`config.mk`:
```
export PLATFORM = sky130hd
export DESIGN_NAME = nv_unlock_seq
export DESIGN_NICKNAME = d
export VERILOG_FILES = /design/src/rtl/nv_unlock_seq.sv
export SDC_FILE = /design/constraint.sdc
export NUM_CORES = 1
export LEC_CHECK = 0
export ABC_CLOCK_PERIOD_IN_PS = 2700
export BUFFER_PORTS_ARGS = -buffer_cell sky130_fd_sc_hd__buf_2
export CORE_UTILIZATION = 40
export CTS_CLUSTER_SIZE = 8
export DETAILED_ROUTE_END_ITERATION = 12
export PLACE_DENSITY = 0.64
export SKIP_LAST_GASP = 1
export SYNTH_ARGS = -nofsm -noshare
export SYNTH_HDL_FRONTEND = slang
export SYNTH_SLANG_ARGS = --single-unit
```
`constraint.sdc`:
```
create_clock -name clk -period 2.7 [get_ports clk]
set_input_delay 0 -clock clk [delete_from_list [all_inputs] [get_ports clk]]
set_output_delay 0 -clock clk [all_outputs]
set_load 0.02 [all_outputs]
```
`src/rtl/nv_unlock_seq.sv`:
```
`timescale 1ns/1ps
module nv_unlock_seq #(
  parameter int STORE_CYC  = 40,
  parameter int RECALL_CYC = 12
) (
  input  logic        clk,
  input  logic        rst_n,
  input  logic        sel,
  input  logic        wr,
  input  logic [12:0] addr,
  input  logic        supply_ok,
  output logic        store_active,
  output logic        recall_active,
  output logic        nv_phase,
  output logic        mem_en,
  output logic        store_abort
);
  localparam int MAXC = (STORE_CYC > RECALL_CYC) ? STORE_CYC : RECALL_CYC;
  localparam int CW   = $clog2(MAXC + 1);
  localparam logic [12:0] LAST_STORE  = 13'h0F0F;
  localparam logic [12:0] LAST_RECALL = 13'h0F0E;

  typedef enum logic [1:0] {OP_IDLE, OP_STORE, OP_RECALL} op_t;

  op_t         op;
  logic [CW-1:0] cnt;
  logic        pwr_done;
  logic        s_q, w_acc;
  logic [12:0] a_q;
  logic [2:0]  step, step_nx;

  function automatic logic [12:0] key_at(input logic [2:0] i);
    case (i)
      3'd0: key_at = 13'h0000;
      3'd1: key_at = 13'h1555;
      3'd2: key_at = 13'h0AAA;
      3'd3: key_at = 13'h1FFF;
      default: key_at = 13'h10F0;
    endcase
  endfunction

  wire idle       = (op == OP_IDLE);
  wire track      = pwr_done && idle;
  wire done_acc   = s_q && (!sel || addr != a_q);
  wire rd_done    = done_acc && !w_acc;
  wire hit_store  = rd_done && step == 3'd5 && a_q == LAST_STORE;
  wire hit_recall = rd_done && step == 3'd5 && a_q == LAST_RECALL;

  always_comb begin
    step_nx = step;
    if (done_acc) begin
      if (w_acc)                                step_nx = 3'd0;
      else if (step < 3'd5 && a_q == key_at(step)) step_nx = step + 3'd1;
      else if (a_q == 13'h0000)                 step_nx = 3'd1;
      else                                      step_nx = 3'd0;
    end
  end

  always_ff @(posedge clk or negedge rst_n) begin
    if (!rst_n) begin
      op          <= OP_IDLE;
      cnt         <= '0;
      pwr_done    <= 1'b0;
      store_abort <= 1'b0;
      s_q         <= 1'b0;
      w_acc       <= 1'b0;
      a_q         <= '0;
      step        <= '0;
    end else begin
      store_abort <= 1'b0;
      if (!pwr_done) begin
        if (supply_ok) begin
          op       <= OP_RECALL;
          cnt      <= CW'(RECALL_CYC - 1);
          pwr_done <= 1'b1;
        end
      end else if (!idle) begin
        if (op == OP_STORE && !supply_ok) begin
          op          <= OP_IDLE;
          store_abort <= 1'b1;
        end else if (cnt == '0) begin
          op <= OP_IDLE;
        end else begin
          cnt <= cnt - 1'b1;
        end
      end else if (hit_store && supply_ok) begin
        op  <= OP_STORE;
        cnt <= CW'(STORE_CYC - 1);
      end else if (hit_recall) begin
        op  <= OP_RECALL;
        cnt <= CW'(RECALL_CYC - 1);
      end

      if (!track) begin
        s_q   <= 1'b0;
        w_acc <= 1'b0;
        step  <= '0;
      end else begin
        s_q   <= sel;
        a_q   <= addr;
        w_acc <= done_acc ? (sel & wr) : (w_acc | (sel & wr));
        step  <= step_nx;
      end
    end
  end

  assign store_active  = (op == OP_STORE);
  assign recall_active = (op == OP_RECALL);
  assign mem_en        = track;
  assign nv_phase      = store_active  ? (cnt < CW'(STORE_CYC / 2)) :
                         recall_active ? (cnt < CW'(RECALL_CYC / 2)) : 1'b0;

  assert_one_op_R4: assert property (@(posedge clk) disable iff (!rst_n)
    $onehot0({store_active, recall_active}));
  assert_closed_busy_R11: assert property (@(posedge clk) disable iff (!rst_n)
    mem_en |-> !store_active && !recall_active);
  assert_store_gate_R8: assert property (@(posedge clk) disable iff (!rst_n)
    $rose(store_active) |-> $past(supply_ok));
  assert_store_abort_R9: assert property (@(posedge clk) disable iff (!rst_n)
    store_active && !supply_ok |=> !store_active && store_abort);
  assert_recall_holds_R10: assert property (@(posedge clk) disable iff (!rst_n)
    recall_active && cnt != '0 |=> recall_active);
  assert_step_range_R6: assert property (@(posedge clk) disable iff (!rst_n)
    step <= 3'd5);
  assert_no_phase_idle_R12: assert property (@(posedge clk) disable iff (!rst_n)
    !store_active && !recall_active |-> !nv_phase);
endmodule

```
==> reports/summary.md <==
The flow ran to the end, and the final reports show no timing, DRC or antenna violations. Die outline area: 4650 sq um. The via count of the first global-routing pass was 1335; the number of cells on the critical path was 7. The number of top-level design ports was 23; the overall track demand over capacity in global routing was 19.0%.

The number of sinks handled by clock tree synthesis is 28. The clock reaches the later pin of the worst-skew pair after 0.28 ns. The starting utilization of the core area is 42.6%, and the y dimension of the die is 68.2 um. The count of TritonRoute iterations in the first routing pass was 4; the width of the chip was 68.2 um. The row count is 23. The count of filler cells inserted in the layout was 399. During synthesis, Yosys emitted a total of 0 warnings. The wire-length estimate of the detail-placed layout is 2810 um. Setup violations remaining at the end of the flow were counted as 0. The area share of and/or/nand/nor cells after synthesis was 29.4%.

The critical-path cell with the highest stage delay was or4b_1. Max-capacitance violation count: 0. Setup repair after global routing left no endpoint under its margin. The startpoint-to-endpoint class of the critical path was flip-flop to flip-flop. The max-slew violation total from the final report is 0.

The wire length per cell after detailed routing is 13.8 um, and the power density over the cells is 898 nW/um^2. The fraction of synthesized cell area in xor and xnor cells was 6.50%. Total detailed-routing wirelength: 4000 um. Clock tree synthesis selected as its root buffer the cell clkbuf_8. Port buffering added 22 buffers. The post-route netlist has 14.1% of its cells at a drive strength greater than 1. The number of antenna violations at the first check in global routing is 0, and the area growth from synthesis to layout is 21.0%.

The net count of the finished layout is 267. Of all nets on the critical path, the largest fanout is 7. The global route total overflow is 0, and the worst-margin pin slew is 0.646 ns. The tools report the count of different cell masters after synthesis as 48. The final critical-path required period was 2.34 ns; the vias per cell was 5.30. The synthesized netlist devotes 15.3% of its cell area to compound gates. For this run, the register share of the synthesized area comes to 40.0%. The number of hold violations in the final report is 0. The detailed router finished its first iteration with 73 violations. Counting instances in the post-synthesis netlist gives the leading cell types as nand2_1 (47), dfrtp_1 (28), nor2_1 (17).

Grouping stages by cell kind, the critical path spends the most delay in simple AND/OR/NAND/NOR gates. Of the total synthesized cell area, the portion taken by full adders, half adders and majority gates is 4.28%. Number of cells on the worst reg-to-reg path: 7.

By area, the combinational part of the netlist is dominated by simple AND/OR/NAND/NOR gates. Entering global routing, the biggest net connects 29 pins. The clock buffer count from CTS came out at 3. The data required time at the worst endpoint is 2.91 ns. The post-synthesis average cell area was 8.64 sq um; the number of DRC violations after detailed routing was 0. The number of cells on the worst hold path works out to 2. For the number of buffers on the longest clock path, the log shows 2. The tools report the via count as 1542.

In this run the tightest slew margin relative to its limit is 56.9%. Traced cell by cell, the critical path runs through ha_1 -> ha_1 -> nor4_1 -> mux2i_1 -> nand4_1 -> or4b_1 -> a21oi_1. The count of buffering cells on the critical path with inverters included is 0, and the post-CTS resize count is 0.

The primary flip-flop cell chosen by synthesis mapping is dfrtp_1. The mux cell area share after synthesis came out at 1.71%. The synthesized design spends more area on one cell type than any other, namely dfrtp_1. The run gives 0 as the total inserted antenna cells.

Counting every net in the synthesized netlist gives 227. Cell repeated most along the worst path: ha_1. The share of the clock period used by the worst path works out to 86.5%. Ranked by total cell area, the synthesized netlist is headed by dfrtp_1 (40%), nand2_1 (10%), xnor2_1 (6.5%).

Once detail routing completed, the nets flagged for antenna violations numbered 0. The number of placed cells counting well taps came out at 273. The tools report the final cell count without fillers as 291. Global placer's final weighted congestion: 0.821. The logs give 1750 sq um for the post-synthesis cell area and 0.388 mV for the worst supply voltage drop on vdd.

The run gives 1 as the maximum level of the CTS H-tree. Derived from the worst setup path, the maximum achievable clock frequency is 428 MHz. Counting flops with a built-in enable in the synthesized netlist gives 0.

TritonCTS built the clock tree. For the final database, setup skew stands at 0.00326 ns. The first global-routing pass estimated 6500 um of wire. The tools report the cell count after synthesis as 203.

Most frequent cell after synthesis: nand2_1. The maximum cell stage delay along the critical path came out at 0.50 ns. The top cell type's share of synthesized area is 40.0%, and the share of flip-flops with an asynchronous set or reset is 100%. Synthesis inferred 28 register bits.

STA classifies the critical path endpoint as a flip-flop. The run gives 0 ns as the setup total negative slack. In this run the worst hold path is classified as primary input to flip-flop. After clock tree synthesis, the clock-pin slew on the worst setup and hold paths is 0.10 ns. The reg-to-reg setup timing slack came out at 0.36 ns.

STA classifies the critical path startpoint as a flip-flop. For the data arrival time of the critical path, the log shows 2.55 ns. For this design the static power due to leakage is 0.966 nW.

The run gives 4120 sq um as the standard cell core area.
==> area by class of cell <==
cell class	instances	area [sq um]	share of cell area (%)
multi-input combinational	162	1000	47.3
sequential	28	701	33.0
timing repair buffer	40	283	13.3
tap	50	62.6	2.95
clock buffer	3	41.3	1.95
inverter	8	30.0	1.42
==> power by group <==
part	switching [W]	internal [W]
logic	0.000497	0.000393
clock network	0.000136	0.000101
registers	0.000202	0.000575
total	0.000835	0.00107
==> final timing paths <==
kind	start	end
max in group asynchronous	rst_n	step[1]
worst min-delay path	sel	s_q
worst max-delay path	step[0]	step[1]
worst max register to register	step[0]	step[1]
min in group asynchronous	rst_n	cnt[4]
worst min register to register	a_q[7]	a_q[7]
==> sequential cells by signal, indices dropped and copies added, names as in the netlist <==
| signal | count |
|---|---|
| s_q | 1 |
| w_acc | 1 |
| cnt | 6 |
| a_q | 13 |
| step | 3 |
| op | 2 |
| pwr_done | 1 |
| store_abort | 1 |
==> kinds of logic after synthesis <==
group	count (synthesis)
adder cells (fa/ha/maj)	6
flip-flops	28
buffers and inverters	13
XOR/XNOR	13
multiplexers	3
AND/OR/NAND/NOR	103
AO/OA/AOI/OAI	37
==> placed cells by master, fill, tap and decap left out, types with 2 or more instances in the layout <==
cell	instances
ha_1	6
or4_1	3
nor4_1	4
nand3_1	3
nand2b_1	3
mux2i_1	3
clkbuf_8	3
nor3_1	3
o41ai_1	3
nand2_1	47
o31ai_1	2
dlygate4sd3_1	15
nand3b_1	2
nor2_1	17
buf_4	3
xnor2_1	13
buf_2	22
a21oi_1	8
o21ai_0	6
dfrtp_1	28
nor2b_1	4
inv_1	8
nand4_1	5
o21ai_1	2
and3_1	2
==> per-stage QoR <==
| step | hold WS, ns | area [sq um] | util (%) | setup WS, ns | power (W) |
|---|---|---|---|---|---|
| 3_3_place_gp | 0.0720 | 1930 | 46.9 | 0.433 | 0.00165 |
| 6_report | 0.0124 | 2120 | 51.5 | 0.363 | 0.00190 |
| 5_1_grt | 0.0200 | 2120 | 51.5 | 0.186 | 0.00207 |
| 2_1_floorplan | -0.296 | 1750 | - | 0.522 | 0.00141 |
| 4_1_cts | 0.00363 | 2120 | 51.5 | 0.327 | 0.00191 |
| 3_5_place_dp | 0.0702 | 1930 | 46.9 | 0.352 | 0.00166 |
==> repair_timing <==
action,in CTS,in global routing
buffers inserted,0,0
endpoints found under the hold margin,42,0
hold buffers,15,0
setup endpoints to repair,0,0
==> worst reg2reg max path, delay by kind of cell (launching register included) <==
kind | cells | cell delay [ns]
compound gates | 1 | 0.14
fa+ha+maj | 2 | 0.42
flops | 1 | 0.46
mux | 1 | 0.22
simple gates | 3 | 1.04
==> routing by layer <==
metal | up-vias | wire length, um | track usage (%)
li1 | 792 | - | -
met5 | - | 0 | 0
met3 | 4 | 154 | 2.67
met1 | 707 | 2130 | 29.0
met2 | 39 | 1670 | 27.0
met4 | 0 | 51 | 6.25
Note: power is estimated with default switching activity, not from simulation.
